==> src/rtl/fill_order_pkg.sv <==
// Shared types for the cache line fill order generator.
// Assumes the two-valued order select maps straight onto the mode input.
package fill_order_pkg;

    typedef enum logic {
        ORD_INTERLEAVE = 1'b0,
        ORD_WRAP       = 1'b1
    } fill_ord_e;

endpackage

==> src/rtl/fill_beat_ctrl.sv <==
// Burst control for one line fill. It accepts a start while idle and
// captures the critical index and the order. It then counts beats that
// ready accepts and drops busy after the final beat.
// Assumes: start is a single-cycle request; starts seen while busy are dropped.
module fill_beat_ctrl
    import fill_order_pkg::*;
#(
    parameter int IDX_W = 2
) (
    input  logic             clk,
    input  logic             rst_n,
    input  logic             start_i,
    input  logic [IDX_W-1:0] start_idx_i,
    input  fill_ord_e        ord_i,
    input  logic             ready_i,
    output logic             busy_o,
    output logic [IDX_W-1:0] beat_o,
    output logic [IDX_W-1:0] base_idx_o,
    output fill_ord_e        ord_o,
    output logic             last_o
);
    localparam logic [IDX_W-1:0] LAST_BEAT = {IDX_W{1'b1}};

    logic accept_start;
    logic accept_beat;

    // Decode the start and beat-acceptance events.
    always_comb begin
        accept_start = start_i && !busy_o;
        accept_beat  = busy_o && ready_i;
        last_o       = busy_o && (beat_o == LAST_BEAT);
    end

    // Busy flag and beat counter.
    always_ff @(posedge clk) begin
        if (!rst_n) begin
            busy_o <= 1'b0;
            beat_o <= '0;
        end else if (accept_start) begin
            busy_o <= 1'b1;
            beat_o <= '0;
        end else if (accept_beat) begin
            if (beat_o == LAST_BEAT) begin
                busy_o <= 1'b0;
                beat_o <= '0;
            end else begin
                beat_o <= beat_o + 1'b1;
            end
        end
    end

    // Capture the critical index and order once per burst.
    always_ff @(posedge clk) begin
        if (!rst_n) begin
            base_idx_o <= '0;
            ord_o      <= ORD_INTERLEAVE;
        end else if (accept_start) begin
            base_idx_o <= start_idx_i;
            ord_o      <= ord_i;
        end
    end

endmodule

==> src/rtl/fill_offset_calc.sv <==
// Maps (critical index, beat index, order) to a doubleword byte offset.
// Interleaved order XORs the beat into the index; wrap order adds it modulo
// the line size. Purely combinational; forces zero while idle.
module fill_offset_calc
    import fill_order_pkg::*;
#(
    parameter int IDX_W  = 2,
    parameter int WORD_W = 2
) (
    input  logic                    busy_i,
    input  logic [IDX_W-1:0]        base_idx_i,
    input  logic [IDX_W-1:0]        beat_i,
    input  fill_ord_e               ord_i,
    output logic [IDX_W+WORD_W-1:0] offset_o
);
    logic [IDX_W-1:0] xor_idx;
    logic [IDX_W-1:0] add_idx;
    logic [IDX_W-1:0] sel_idx;

    // Build both candidate indices bit by bit; the add wraps at line end.
    for (genvar b = 0; b < IDX_W; b++) begin : g_xor
        assign xor_idx[b] = base_idx_i[b] ^ beat_i[b];
    end
    assign add_idx = base_idx_i + beat_i;

    // Pick the order's index and scale it to a byte offset.
    always_comb begin
        sel_idx  = (ord_i == ORD_WRAP) ? add_idx : xor_idx;
        offset_o = busy_i ? {sel_idx, {WORD_W{1'b0}}} : '0;
    end

endmodule

==> src/rtl/fill_order_gen.sv <==
// Top of the cache line fill order generator: one controller and one
// offset calculator. The defaults give four doubleword beats per 16-byte line.
module fill_order_gen
    import fill_order_pkg::*;
#(
    parameter int IDX_W  = 2,
    parameter int WORD_W = 2,
    localparam int OFS_W = IDX_W + WORD_W
) (
    input  logic             clk,
    input  logic             rst_n,
    input  logic             start_i,
    input  logic [IDX_W-1:0] start_dw_i,
    input  logic             mode_i,
    input  logic             ready_i,
    output logic             busy_o,
    output logic [OFS_W-1:0] offset_o,
    output logic [IDX_W-1:0] beat_o,
    output logic             last_o
);
    logic [IDX_W-1:0] base_idx;
    fill_ord_e        ord_q;
    fill_ord_e        ord_in;

    // Turn the raw mode bit into the order type.
    always_comb ord_in = fill_ord_e'(mode_i);

    fill_beat_ctrl #(.IDX_W(IDX_W)) u_ctrl (
        .clk        (clk),
        .rst_n      (rst_n),
        .start_i    (start_i),
        .start_idx_i(start_dw_i),
        .ord_i      (ord_in),
        .ready_i    (ready_i),
        .busy_o     (busy_o),
        .beat_o     (beat_o),
        .base_idx_o (base_idx),
        .ord_o      (ord_q),
        .last_o     (last_o)
    );

    fill_offset_calc #(.IDX_W(IDX_W), .WORD_W(WORD_W)) u_calc (
        .busy_i    (busy_o),
        .base_idx_i(base_idx),
        .beat_i    (beat_o),
        .ord_i     (ord_q),
        .offset_o  (offset_o)
    );

endmodule

==> config.mk <==
export PLATFORM = sky130hd
export DESIGN_NAME = fill_order_gen
export DESIGN_NICKNAME = d
export VERILOG_FILES = /design/src/rtl/fill_order_pkg.sv /design/src/rtl/fill_beat_ctrl.sv /design/src/rtl/fill_offset_calc.sv /design/src/rtl/fill_order_gen.sv
export SDC_FILE = /design/constraint.sdc
export NUM_CORES = 1
export LEC_CHECK = 0
export ABC_CLOCK_PERIOD_IN_PS = 1100
export BUFFER_PORTS_ARGS = -buffer_cell sky130_fd_sc_hd__buf_2
export CAP_MARGIN = 20
export CORE_AREA = 3 3 40 42
export DETAILED_ROUTE_END_ITERATION = 8
export DIE_AREA = 0 0 43 45
export PLACE_DENSITY = 0.52
export SLEW_MARGIN = 25
export SYNTH_ARGS = -nofsm -noshare
export SYNTH_HDL_FRONTEND = slang
export SYNTH_HIERARCHICAL = 1
export SYNTH_SLANG_ARGS = --single-unit
==> constraint.sdc <==
create_clock -name clk -period 1.1 [get_ports clk]
set_input_delay 0.165 -clock clk [delete_from_list [all_inputs] [get_ports clk]]
set_output_delay 0.165 -clock clk [all_outputs]
set_load 0.005 [all_outputs]
* Word-level counts from Yosys, hierarchy flattened
Cells that the tools add are included.
** Cells by class
- Bitwise operators :: 3
- Equality and inequality tests :: 1
- Add/sub/neg operators :: 2
- Muxes and demuxes :: 6
- Reductions and logical operators :: 8
** Operators with widths (count)
- $mux 2 :: 2
- $mux 4 :: 1
- $reduce_bool 2->1 :: 2
- $logic_and 1x1->1 :: 3
- $mux 1 :: 3
- $add 2x1->2 const B :: 1
- $add 2x2->2 :: 1
- $eq 2x2->1 const B :: 1
- $reduce_and 2->1 :: 1
- $reduce_or 2->1 :: 1
- $xor 1x1->1 :: 2
- $logic_not 1->1 :: 1
- $not 1->1 :: 1
** Word-level totals
- Register bits after elaboration :: 6
- Bits of input ports :: 7
- Logic and storage cells :: 24

* Longest topological paths before layout
Gate-level depths: netlist of run 1.
- Depth after elaboration :: 4
- Mapped depth :: 4
- Gate-level depth less buffers :: 4

* Cells and area by module
Netlist of run 1, hierarchy kept.
** Modules (own cells, without submodules)
- fill_beat_ctrl :: instances 1, area each 272.8 µm², cells an instance 27, seq. area each 120.1 µm²
- fill_offset_calc :: instances 1, area each 72.6 µm², cells an instance 9, seq. area each 0.0 µm²

* Worst setup path before layout of run 1
Ideal clock, no wire load.
- Kind :: flip-flop to output port
- Start :: register u_ctrl.busy_o
- End :: output offset_o[3]
- Arrival time :: 855 ps
- Required time :: 935 ps
- Slack :: 80 ps
- Path buffers :: 0
- Cell stages (with the launch flop) :: 3
- Cells stage by stage :: dfxtp_1 a21bo_1 mux2i_1
** On the way
- Longest elaborated chain between the ends :: 1
** Ends and longest elaborated chain
- start, declared :: line fill_beat_ctrl.sv:16 : output logic busy_o,
- start signal, assigned :: line fill_beat_ctrl.sv:37 : busy_o <= 1'b0;
- start signal, assigned :: line fill_beat_ctrl.sv:40 : busy_o <= 1'b1;
- start signal, assigned :: line fill_beat_ctrl.sv:44 : busy_o <= 1'b0;
- $mux 4 :: line fill_offset_calc.sv:29 : offset_o = busy_i ? {sel_idx, {WORD_W{1'b0}}} : '0;
- end, declared :: line fill_order_gen.sv:17 : output logic [OFS_W-1:0] offset_o,
Every way passes these cells.

* Worst setup path after layout of run 1
- Start :: register u_ctrl.beat_o[0]
- End :: output last_o
** On the way
- Longest elaborated chain between the ends :: 2
** Ends and longest elaborated chain
- start, declared :: line fill_beat_ctrl.sv:17 : output logic [IDX_W-1:0] beat_o,
- start signal, assigned :: line fill_beat_ctrl.sv:47 : beat_o <= beat_o + 1'b1;
- $eq 2x2->1 :: line fill_beat_ctrl.sv:31 : last_o = busy_o && (beat_o == LAST_BEAT);
- $logic_and 1x1->1 :: line fill_beat_ctrl.sv:31
- end, declared :: line fill_order_gen.sv:19 : output logic last_o
Every way passes these cells.

==> results of run 1 <==
-- layer usage --
layer,up-vias,routed length (um),track usage
met1,137,319,0.0894
met5,-,0,0
met3,0,77,0.0558
met4,0,0,0.0181
met2,12,385,0.144
li1,160,-,-
-- sequential cells by signal, indices dropped and copies added, names as in the netlist --
signal and count:
u_ctrl/busy_o 1, u_ctrl/base_idx_o 2, u_ctrl/ord_o 1, u_ctrl/beat_o 2
-- area by class of cell --
cell class	instances	area (um^2)
fillers	139	771
multi-input cells	29	241
flip-flops and latches	6	128
repair buffers	17	104
clock buffers	3	22.5
well taps	15	18.8
-- cell families (layout without fill, tap and decap cells) --
family	count (synthesis)	count (layout)	synth area share
other	1	2	0.0109
multiplexers	5	5	0.145
AND/OR/NAND/NOR	12	12	0.235
XOR/XNOR	1	1	0.0254
AO/OA/AOI/OAI	7	7	0.120
buffers and inverters	2	20	0.0435
adder cells (fa/ha/maj)	2	2	0.0725
flip-flops	6	6	0.348
-- power groups by stage --
stage / registers (mW) / clock network (mW) / logic [mW]
4_1_cts: 0.250 / 0.216 / 0.112
3_5_place_dp: 0.250 / 0 / 0.105
2_1_floorplan: 0.253 / 0 / 0.0573
3_3_place_gp: 0.251 / 0 / 0.105
5_1_grt: 0.253 / 0.225 / 0.136
6_report: 0.251 / 0.200 / 0.122
-- final timing paths --
check	startpoint	end	slack, ns
max reg2reg	u_ctrl/beat_o[0]	u_ctrl/beat_o[0]	0.03
min reg2reg	u_ctrl/base_idx_o[1]	u_ctrl/base_idx_o[1]	0.53
min	ready_i	u_ctrl/busy_o	0.15
max	u_ctrl/beat_o[0]	last_o	-0.21
-- timing repair --
| item | CTS | global route |
|---|---|---|
| gates resized for setup | 7 | 5 |
| endpoints found under the hold margin | 0 | 0 |
| setup endpoints to repair | 4 | 3 |
| buffers inserted | 0 | 1 |
-- placed cells by master (no fill, tap or decap), drive strengths merged --
cell,n
buf,17
dfxtp,6
mux2i,5
nor2b,4
clkbuf,3
o21ai,3
and2,2
ha,2
conb,2
and2b,2
a21oi,2
a21bo,1
nand3,1
xnor2,1
nor2,1
nand2,1
nand2b,1
a31oi,1
==> impl_metrics.yaml, run 1 <==
setup_path:
  cp.required_ns: 0.94
  cp.depth: 4
  critPathLaunchType: "register"
  ff2ff_path_depth: 5
  cp_cell_sequence: "buf_4, ha_4, and2_4, buf_2"
  max_stage_delay_ns: 0.34
  critPathMaxFanout: 2
  worstPathArrival_ns: 1.15
  cp_top_family: "flip-flops"
  crit_type: "reg2out"
  worst-path-buf-inv: 2
  endpoint_kind: "primary output"
  worst_path_max_delay_cell: "dfxtp_4"
power:
  p_comb_frac: 0.213
  p_int_mw: 0.431
  p_sw_frac: 0.247
  ir_drop_mv: 0.477
  p_sw_mw: 0.142
  seq_power_share: 0.438
  leakage_nw: 0.252
  powerDensity_mw_per_mm2: 1110
  power.total_mw: 0.572
  share_clk_of_total_power: 0.349
grt:
  track_usage: 0.0850
  grt_max_degree: 7
  antenna_found_initial: 0
  first_global_vias: 283
  grt_pass1_wl_um: 1180
  overflow: 0
cts:
  cts_tree: "built"
  numCtsBuffers: 3
  htree_num_levels: 1
  root_buffer: "clkbuf_4"
  clk_latency_ns: 0.24
  cts_sinks: 6
  cts_buffer_depth: 2
  path_clk_slew_ns: 0.05
  hold_buffers: 0
placement:
  gp_congestion: 0.633
  dp_hpwl_um: 553
  post-place-ws_ns: 0.0301
  io_buffers: 12
  dp_cells: 66
  place_area_um2: 443
timing:
  period_needed_ns: 1.31
  finalSetupViolCount: 4
  setup-tns-final_ns: -0.575
  setup_slack_ns: -0.213
  maxSlewViolCount: 0
  rsz0062_at_grt: "yes"
  hold_slack_ns: 0.148
  max_freq_mhz: 762
  hold_violations: 0
  finalCritPeriodShare: 1.19
  clock_skew_ns: 0.00343
logic_synthesis:
  synth_edf_count: 0
  ys_seq_area_frac: 0.348
  synth.avg_cell_area_um2: 9.59
  synth_common_cells: "6 x dfxtp_1, 5 x mux2i_1, 3 x nor2b_1, 3 x o21ai_0"
  ys.flop_type: "dfxtp_1"
  synth_largest_area_cell: "dfxtp_1"
  async_flop_share: 0
  ys_ff_latch: 6
  synthCells: 36
  synth.most_common_cell: "dfxtp_1"
  synth.area.top_cells: "dfxtp_1 35%, mux2i_1 14%, ha_1 7.2%, nor2b_1 5.4%, o21ai_0 4.3%"
  yosysWarnings: 6
  synth_cell_types: 18
  netlist.area_leader.share: 0.348
  synth_area_um2: 345
run_status:
  outcome: "finished with violations"
  violations: "setup timing"
finish:
  drive_gt1_frac: 0.527
  layout.nets: 66
  finalNonFillerCells: 70
  antennaDiodeCount: 0
  fin_util: 0.400
  final_cell_area_um2: 514
  syn_to_final_growth_pct: 48.9
route:
  drt_iter0_markers: 6
  post_drt_via_cell_ratio: 4.41
  vias: 309
  wirelength_um: 782
  post_drt_wl_per_cell_um: 11.2
  drc: 0
  dr.pass1.iters: 2
  drtAntennaViolNets: 0
floorplanning:
  dieHeight_um: 45
  ios: 15
  start_util: 0.269
  core_mm2: 0.00128
  die_w_um: 43
  rows: 13
  die_area_mm2: 0.00194
worst_hold_path:
  hp-class: "in2reg"
  worstHoldPathCells: 2
run:
  maxCapViolCount: 0
No activity file was read; power rests on OpenSTA's default activity.
==> run 2: changes to the inputs <==
--- a/config.mk
+++ b/config.mk
@@ -11,9 +11,9 @@
 export CORE_AREA = 3 3 40 42
 export DETAILED_ROUTE_END_ITERATION = 8
 export DIE_AREA = 0 0 43 45
+export GPL_ROUTABILITY_DRIVEN = 0
 export PLACE_DENSITY = 0.52
 export SLEW_MARGIN = 25
 export SYNTH_ARGS = -nofsm -noshare
 export SYNTH_HDL_FRONTEND = slang
-export SYNTH_HIERARCHICAL = 1
 export SYNTH_SLANG_ARGS = --single-unit
==> run 2 against run 1 <==
Effect of this change: the run still ends with setup timing left; sequential power fell by 3%; sequential share of layout area rose by 2.1 points; non-clock buffer count fell by 2; synthesized area fell by 0.36%; sequential cell count did not move; critical path type unchanged; highest routed layer unchanged.
==> impl_metrics.yaml, run 2 <==
finish:
  fill_cells: 139
  syn_to_final_growth_pct: 44.7
  fin_util: 0.388
  layout.nets: 62
  drive_gt1_frac: 0.627
  regArea_um2: 134
  antennaDiodeCount: 0
  final_common_cell: "buf_2"
  finalNonFillerCells: 66
  multi_input_area_um2: 234
  reg_top3: "u_ctrl.base_idx_o (2), u_ctrl.beat_o (2)"
cts:
  path_clk_slew_ns: 0.04
  htree_num_levels: 1
  cts_tree: "built"
  cts_sinks: 6
  numCtsBuffers: 3
  hold_buffers: 0
  cts_buffer_depth: 2
  clk_latency_ns: 0.24
  root_buffer: "clkbuf_4"
route:
  wirelength_um: 759
  drt_iter0_markers: 3
  post_drt_wl_per_cell_um: 11.5
  vias: 290
  drc: 0
  dr.pass1.iters: 2
  post_drt_via_cell_ratio: 4.39
  drtAntennaViolNets: 0
logic_synthesis:
  synth_common_cells: "6 x dfxtp_1, 3 x mux2i_1, 3 x nand2_1, 3 x nor2b_1"
  synth.most_common_cell: "dfxtp_1"
  netlist.area_leader.share: 0.349
  yosysWarnings: 0
  synth_edf_count: 0
  synth_largest_area_cell: "dfxtp_1"
  synth.area.top_cells: "dfxtp_1 35%, mux2i_1 8.7%, ha_1 7.3%, nor2b_1 5.5%, buf_4 4.4%"
  ys.flop_type: "dfxtp_1"
  ys_seq_area_frac: 0.349
  ys_ff_latch: 6
  synth_area_um2: 344
  synthCells: 35
  async_flop_share: 0
  synth_cell_types: 19
  synth.avg_cell_area_um2: 9.83
setup_path:
  reg2reg_slack_ns: 0.14
  critPathMaxFanout: 3
  worstPathArrival_ns: 1.05
  cp_top_family: "flip-flops"
  max_stage_delay_ns: 0.36
  critPathLaunchType: "register"
  worst-path-buf-inv: 1
  cp.required_ns: 0.94
  cp_cell_sequence: "ha_4, nand3_1, o21ai_1, buf_2"
  endpoint_kind: "primary output"
  reg2reg_from: "u_ctrl.busy_o"
  worst_path_max_delay_cell: "dfxtp_2"
  ff2ff_path_depth: 2
  r2r_end: "u_ctrl.beat_o[0]"
  crit_type: "reg2out"
timing:
  max_freq_mhz: 824
  setup_slack_ns: -0.113
  finalSetupViolCount: 3
  maxSlewViolCount: 0
  finalCritPeriodShare: 1.10
  period_needed_ns: 1.21
  hold_violations: 0
  rsz0062_at_grt: "yes"
  clock_skew_ns: 0.00363
grt:
  grt_max_degree: 9
  grt_pass1_wl_um: 1290
  first_global_vias: 268
  track_usage: 0.0976
  overflow: 0
  antenna_found_initial: 0
floorplanning:
  dieHeight_um: 45
  start_util: 0.268
  ios: 15
  die_w_um: 43
  die_area_mm2: 0.00194
  rows: 13
  core_mm2: 0.00128
power:
  ir_drop_mv: 0.539
  leakage_nw: 0.225
  power.total_mw: 0.529
  powerDensity_mw_per_mm2: 1060
placement:
  post-place-ws_ns: 0.0320
  dp_cells: 63
  dp_hpwl_um: 574
  io_buffers: 12
run_status:
  outcome: "finished with violations"
  violations: "setup timing"
worst_hold_path:
  min-delay-start: "ready_i"
  holdPathEnd: "u_ctrl.busy_o"
  worstHoldPathCells: 2
  hp-class: "in2reg"
run:
  maxCapViolCount: 0
-- run 2: cell types whose count changed after synthesis, moves of 2 or more --
cell	delta
a21oi_1	-2
and2_1	+2
and2_2	-2
and2b_1	-2
mux2i_1	-2
nand2_1	+2
-- run 2: repair_timing --
item | in CTS | in global routing
setup endpoints to repair | 3 | 3
gates cloned | 0 | 0
pin swaps | 4 | 3
gates resized for setup | 13 | 4
setup buffers | 0 | 0
-- run 2: layout make-up --
class                           instances  area share
Timing Repair Buffer                   15       0.178
Sequential cell                         6       0.269
Multi-Input combinational cell         27       0.470
Tap cell                               15      0.0377
Clock buffer                            3      0.0452
-- run 2: kinds of logic after synthesis --
family	share of synthesized area
adder cells (fa/ha/maj)	0.0727
multiplexers	0.131
AO/OA/AOI/OAI	0.0982
other	0.0109
buffers and inverters	0.0763
flip-flops	0.349
XOR/XNOR	0.0255
AND/OR/NAND/NOR	0.236
-- run 2: worst max path at each step --
stage,slack (ns),cells past startpoint,startpoint,to
floorplan,0.11,3,u_ctrl.busy_o,u_ctrl.beat_o[0]
global placement,0.03,2,u_ctrl.busy_o,u_ctrl.beat_o[0]
detailed placement,0.03,3,u_ctrl.busy_o,offset_o[2]
CTS,-0.12,4,u_ctrl.beat_o[1],offset_o[3]
global route,-0.20,4,u_ctrl.beat_o[1],offset_o[3]
finish,-0.11,4,u_ctrl.beat_o[0],offset_o[3]
-- run 2: where the power goes --
part | total [mW] | internal (mW) | switching (mW) | leakage, nW
Combinational | 0.0877 | 0.0513 | 0.0364 | 0.159
Clock | 0.197 | 0.123 | 0.0738 | 0.0138
Sequential | 0.244 | 0.228 | 0.0166 | 0.0521
Total | 0.529 | 0.402 | 0.127 | 0.225
-- run 2: layer usage --
layer / vias to the layer above / GRT usage / wire length (um)
li1: 152 / - / -
met1: 127 / 0.111 / 322
met2: 11 / 0.144 / 357
met3: 0 / 0.0797 / 79
met4: 0 / 0.0181 / 0
met5: - / 0 / 0
-- run 2: through the flow --
step                      instance area (um^2)  hold slack, ns  setup TNS, ns
final                                      498           0.159         -0.316
after global routing                       498           0.164         -0.492
after CTS                                  485           0.151         -0.345
after detailed placement                   423           0.421              0
after global placement                     423           0.417              0
after floorplan                            348           0.272              0
==> run 3: changes to the inputs <==
--- a/config.mk
+++ b/config.mk
@@ -5,6 +5,7 @@
 export SDC_FILE = /design/constraint.sdc
 export NUM_CORES = 1
 export LEC_CHECK = 0
+export ABC_AREA = 1
 export ABC_CLOCK_PERIOD_IN_PS = 1100
 export BUFFER_PORTS_ARGS = -buffer_cell sky130_fd_sc_hd__buf_2
 export CAP_MARGIN = 20
@@ -12,7 +13,6 @@
 export DETAILED_ROUTE_END_ITERATION = 8
 export DIE_AREA = 0 0 43 45
 export GPL_ROUTABILITY_DRIVEN = 0
-export PLACE_DENSITY = 0.52
 export SLEW_MARGIN = 25
 export SYNTH_ARGS = -nofsm -noshare
 export SYNTH_HDL_FRONTEND = slang
==> run 3 against run 2 <==
Effect of this change: the flow still finishes with violations (setup timing); hold slack got worse by 0.050 ns; global-route usage shrank 1.3 points; core utilization fell by 2.6 points; critical path type unchanged; critical endpoint unchanged; largest power group unchanged; highest routed layer unchanged.
==> impl_metrics.yaml, run 3 <==
run_status:
  outcome: "finished with violations"
  violations: "setup timing"
route:
  wirelength_um: 676
  drt_iter0_markers: 2
  post_drt_wl_per_cell_um: 8.56
  dr.pass1.iters: 2
  vias: 330
  drc: 0
  post_drt_via_cell_ratio: 4.18
  drtAntennaViolNets: 0
worst_hold_path:
  hp-class: "in2reg"
  worstHoldPathCells: 2
  min-delay-start: "ready_i"
  holdPathEnd: "u_ctrl.busy_o"
setup_path:
  worst_path_max_delay_cell: "dfxtp_4"
  worstPathArrival_ns: 1.06
  reg2reg_slack_ns: 0.16
  reg2reg_from: "u_ctrl.beat_o[0]"
  ff2ff_path_depth: 5
  endpoint_kind: "primary output"
  r2r_end: "u_ctrl.beat_o[0]"
  cp.required_ns: 0.94
  cp_cell_sequence: "ha_4, nand2_2, nand3_2, nand2_1, nor2_1, buf_2"
  critPathLaunchType: "register"
  critPathMaxFanout: 3
  crit_type: "reg2out"
  worst-path-buf-inv: 1
  cp_top_family: "flip-flops"
  max_stage_delay_ns: 0.35
cts:
  htree_num_levels: 1
  hold_buffers: 0
  path_clk_slew_ns: 0.05
  cts_buffer_depth: 2
  clk_latency_ns: 0.24
  numCtsBuffers: 3
  cts_tree: "built"
  root_buffer: "clkbuf_4"
  cts_sinks: 6
logic_synthesis:
  synth_largest_area_cell: "dfxtp_1"
  ys_ff_latch: 6
  synth_area_um2: 327
  ys_seq_area_frac: 0.368
  synthCells: 48
  synth_common_cells: "10 x nand2_1, 8 x nor2_1, 6 x dfxtp_1"
  synth_cell_types: 14
  synth.most_common_cell: "nand2_1"
  ys.flop_type: "dfxtp_1"
  async_flop_share: 0
  yosysWarnings: 0
  netlist.area_leader.share: 0.368
  synth.area.top_cells: "dfxtp_1 37%, nand2_1 11%, nor2_1 9.2%, ha_1 7.7%, a21oi_1 6.1%"
  synth_edf_count: 0
  synth.avg_cell_area_um2: 6.80
finish:
  layout.nets: 75
  fin_util: 0.361
  final_cell_mix: "12 x buf_2, 9 x nand2_1, 8 x nor2_1"
  syn_to_final_growth_pct: 42.1
  drive_gt1_frac: 0.484
  final_cell_area_um2: 464
  antennaDiodeCount: 0
  fill_cells: 137
  reg_top3: "u_ctrl.base_idx_o (2), u_ctrl.beat_o (2)"
  final_common_cell: "buf_2"
grt:
  overflow: 0
  grt_max_degree: 8
  track_usage: 0.0842
  antenna_found_initial: 0
  grt_pass1_wl_um: 1180
  first_global_vias: 298
timing:
  period_needed_ns: 1.23
  hold_violations: 0
  hold_slack_ns: 0.108
  maxSlewViolCount: 0
  clock_skew_ns: 0.00285
  finalSetupViolCount: 3
  max_freq_mhz: 815
  setup_slack_ns: -0.127
  rsz0062_at_grt: "yes"
  finalCritPeriodShare: 1.12
power:
  powerDensity_mw_per_mm2: 1130
  power.total_mw: 0.522
  leakage_nw: 0.241
  ir_drop_mv: 0.558
floorplanning:
  rows: 13
  die_area_mm2: 0.00194
  die_w_um: 43
  dieHeight_um: 45
  start_util: 0.254
  ios: 15
  core_mm2: 0.00128
run:
  maxCapViolCount: 0
placement:
  dp_hpwl_um: 519
  io_buffers: 12
  post-place-ws_ns: 0.00514
  place_area_um2: 402
[run 3: per-stage QoR]
step | instances | TNS (ns)
floorplan | 49 | 0
global placement | 75 | 0
detailed placement | 75 | 0
CTS | 79 | -0.361
global route | 79 | -0.470
finish | 79 | -0.299
[run 3: worst register-to-register path: stages (launching register included)]
cell	delay, ns
dfxtp_4	0.35
buf_4	0.13
buf_4	0.12
nor2_1	0.09
nand2_1	0.06
a21oi_1	0.11
[run 3: final cells by class]
cell class              count  area [um^2]  area share
multi-input cells          34          191       0.412
flip-flops and latches      6          130       0.280
repair buffers             14         75.1       0.162
inverters                   7         26.3      0.0566
clock buffers               3         22.5      0.0485
well taps                  15         18.8      0.0404
[run 3: what timing repair did]
| action | 4_1_cts | 5_1_grt |
|---|---|---|
| buffers inserted | 1 | 0 |
| setup endpoints to repair | 3 | 3 |
| gates resized for setup | 9 | 3 |
| pin swaps | 4 | 1 |
[run 3: how the worst max path moves through the flow]
stage	from	to	slack [ns]	cells after the start
after floorplan	u_ctrl.beat_o[0]	offset_o[3]	0.12	5
final	u_ctrl.beat_o[0]	offset_o[3]	-0.13	6
after global routing	u_ctrl.base_idx_o[0]	offset_o[3]	-0.19	6
after global placement	u_ctrl.beat_o[0]	offset_o[3]	0.006	6
after CTS	u_ctrl.base_idx_o[0]	offset_o[3]	-0.16	6
after detailed placement	u_ctrl.beat_o[0]	offset_o[3]	0.005	6
[run 3: kinds of logic after synthesis]
family,after synthesis,synth area share
other cells,1,0.0115
flops,6,0.368
buf+inv,9,0.126
fa+ha+maj,2,0.0766
simple gates,22,0.295
compound gates,8,0.123
[run 3: report_power, final]
| group | switching [mW] | total (mW) | internal, mW | leakage (nW) |
|---|---|---|---|---|
| Sequential | 0.0145 | 0.244 | 0.229 | 0.0515 |
| Combinational | 0.0396 | 0.0765 | 0.0369 | 0.175 |
| Clock | 0.0789 | 0.202 | 0.123 | 0.0138 |
| Total | 0.133 | 0.522 | 0.389 | 0.241 |
[run 3: layer usage]
layer,track usage,vias to the layer above,routed length (um)
met5,0,-,0
li1,-,178,-
met1,0.0942,140,325
met3,0.0598,0,56
met4,0.0181,0,0
met2,0.132,12,294
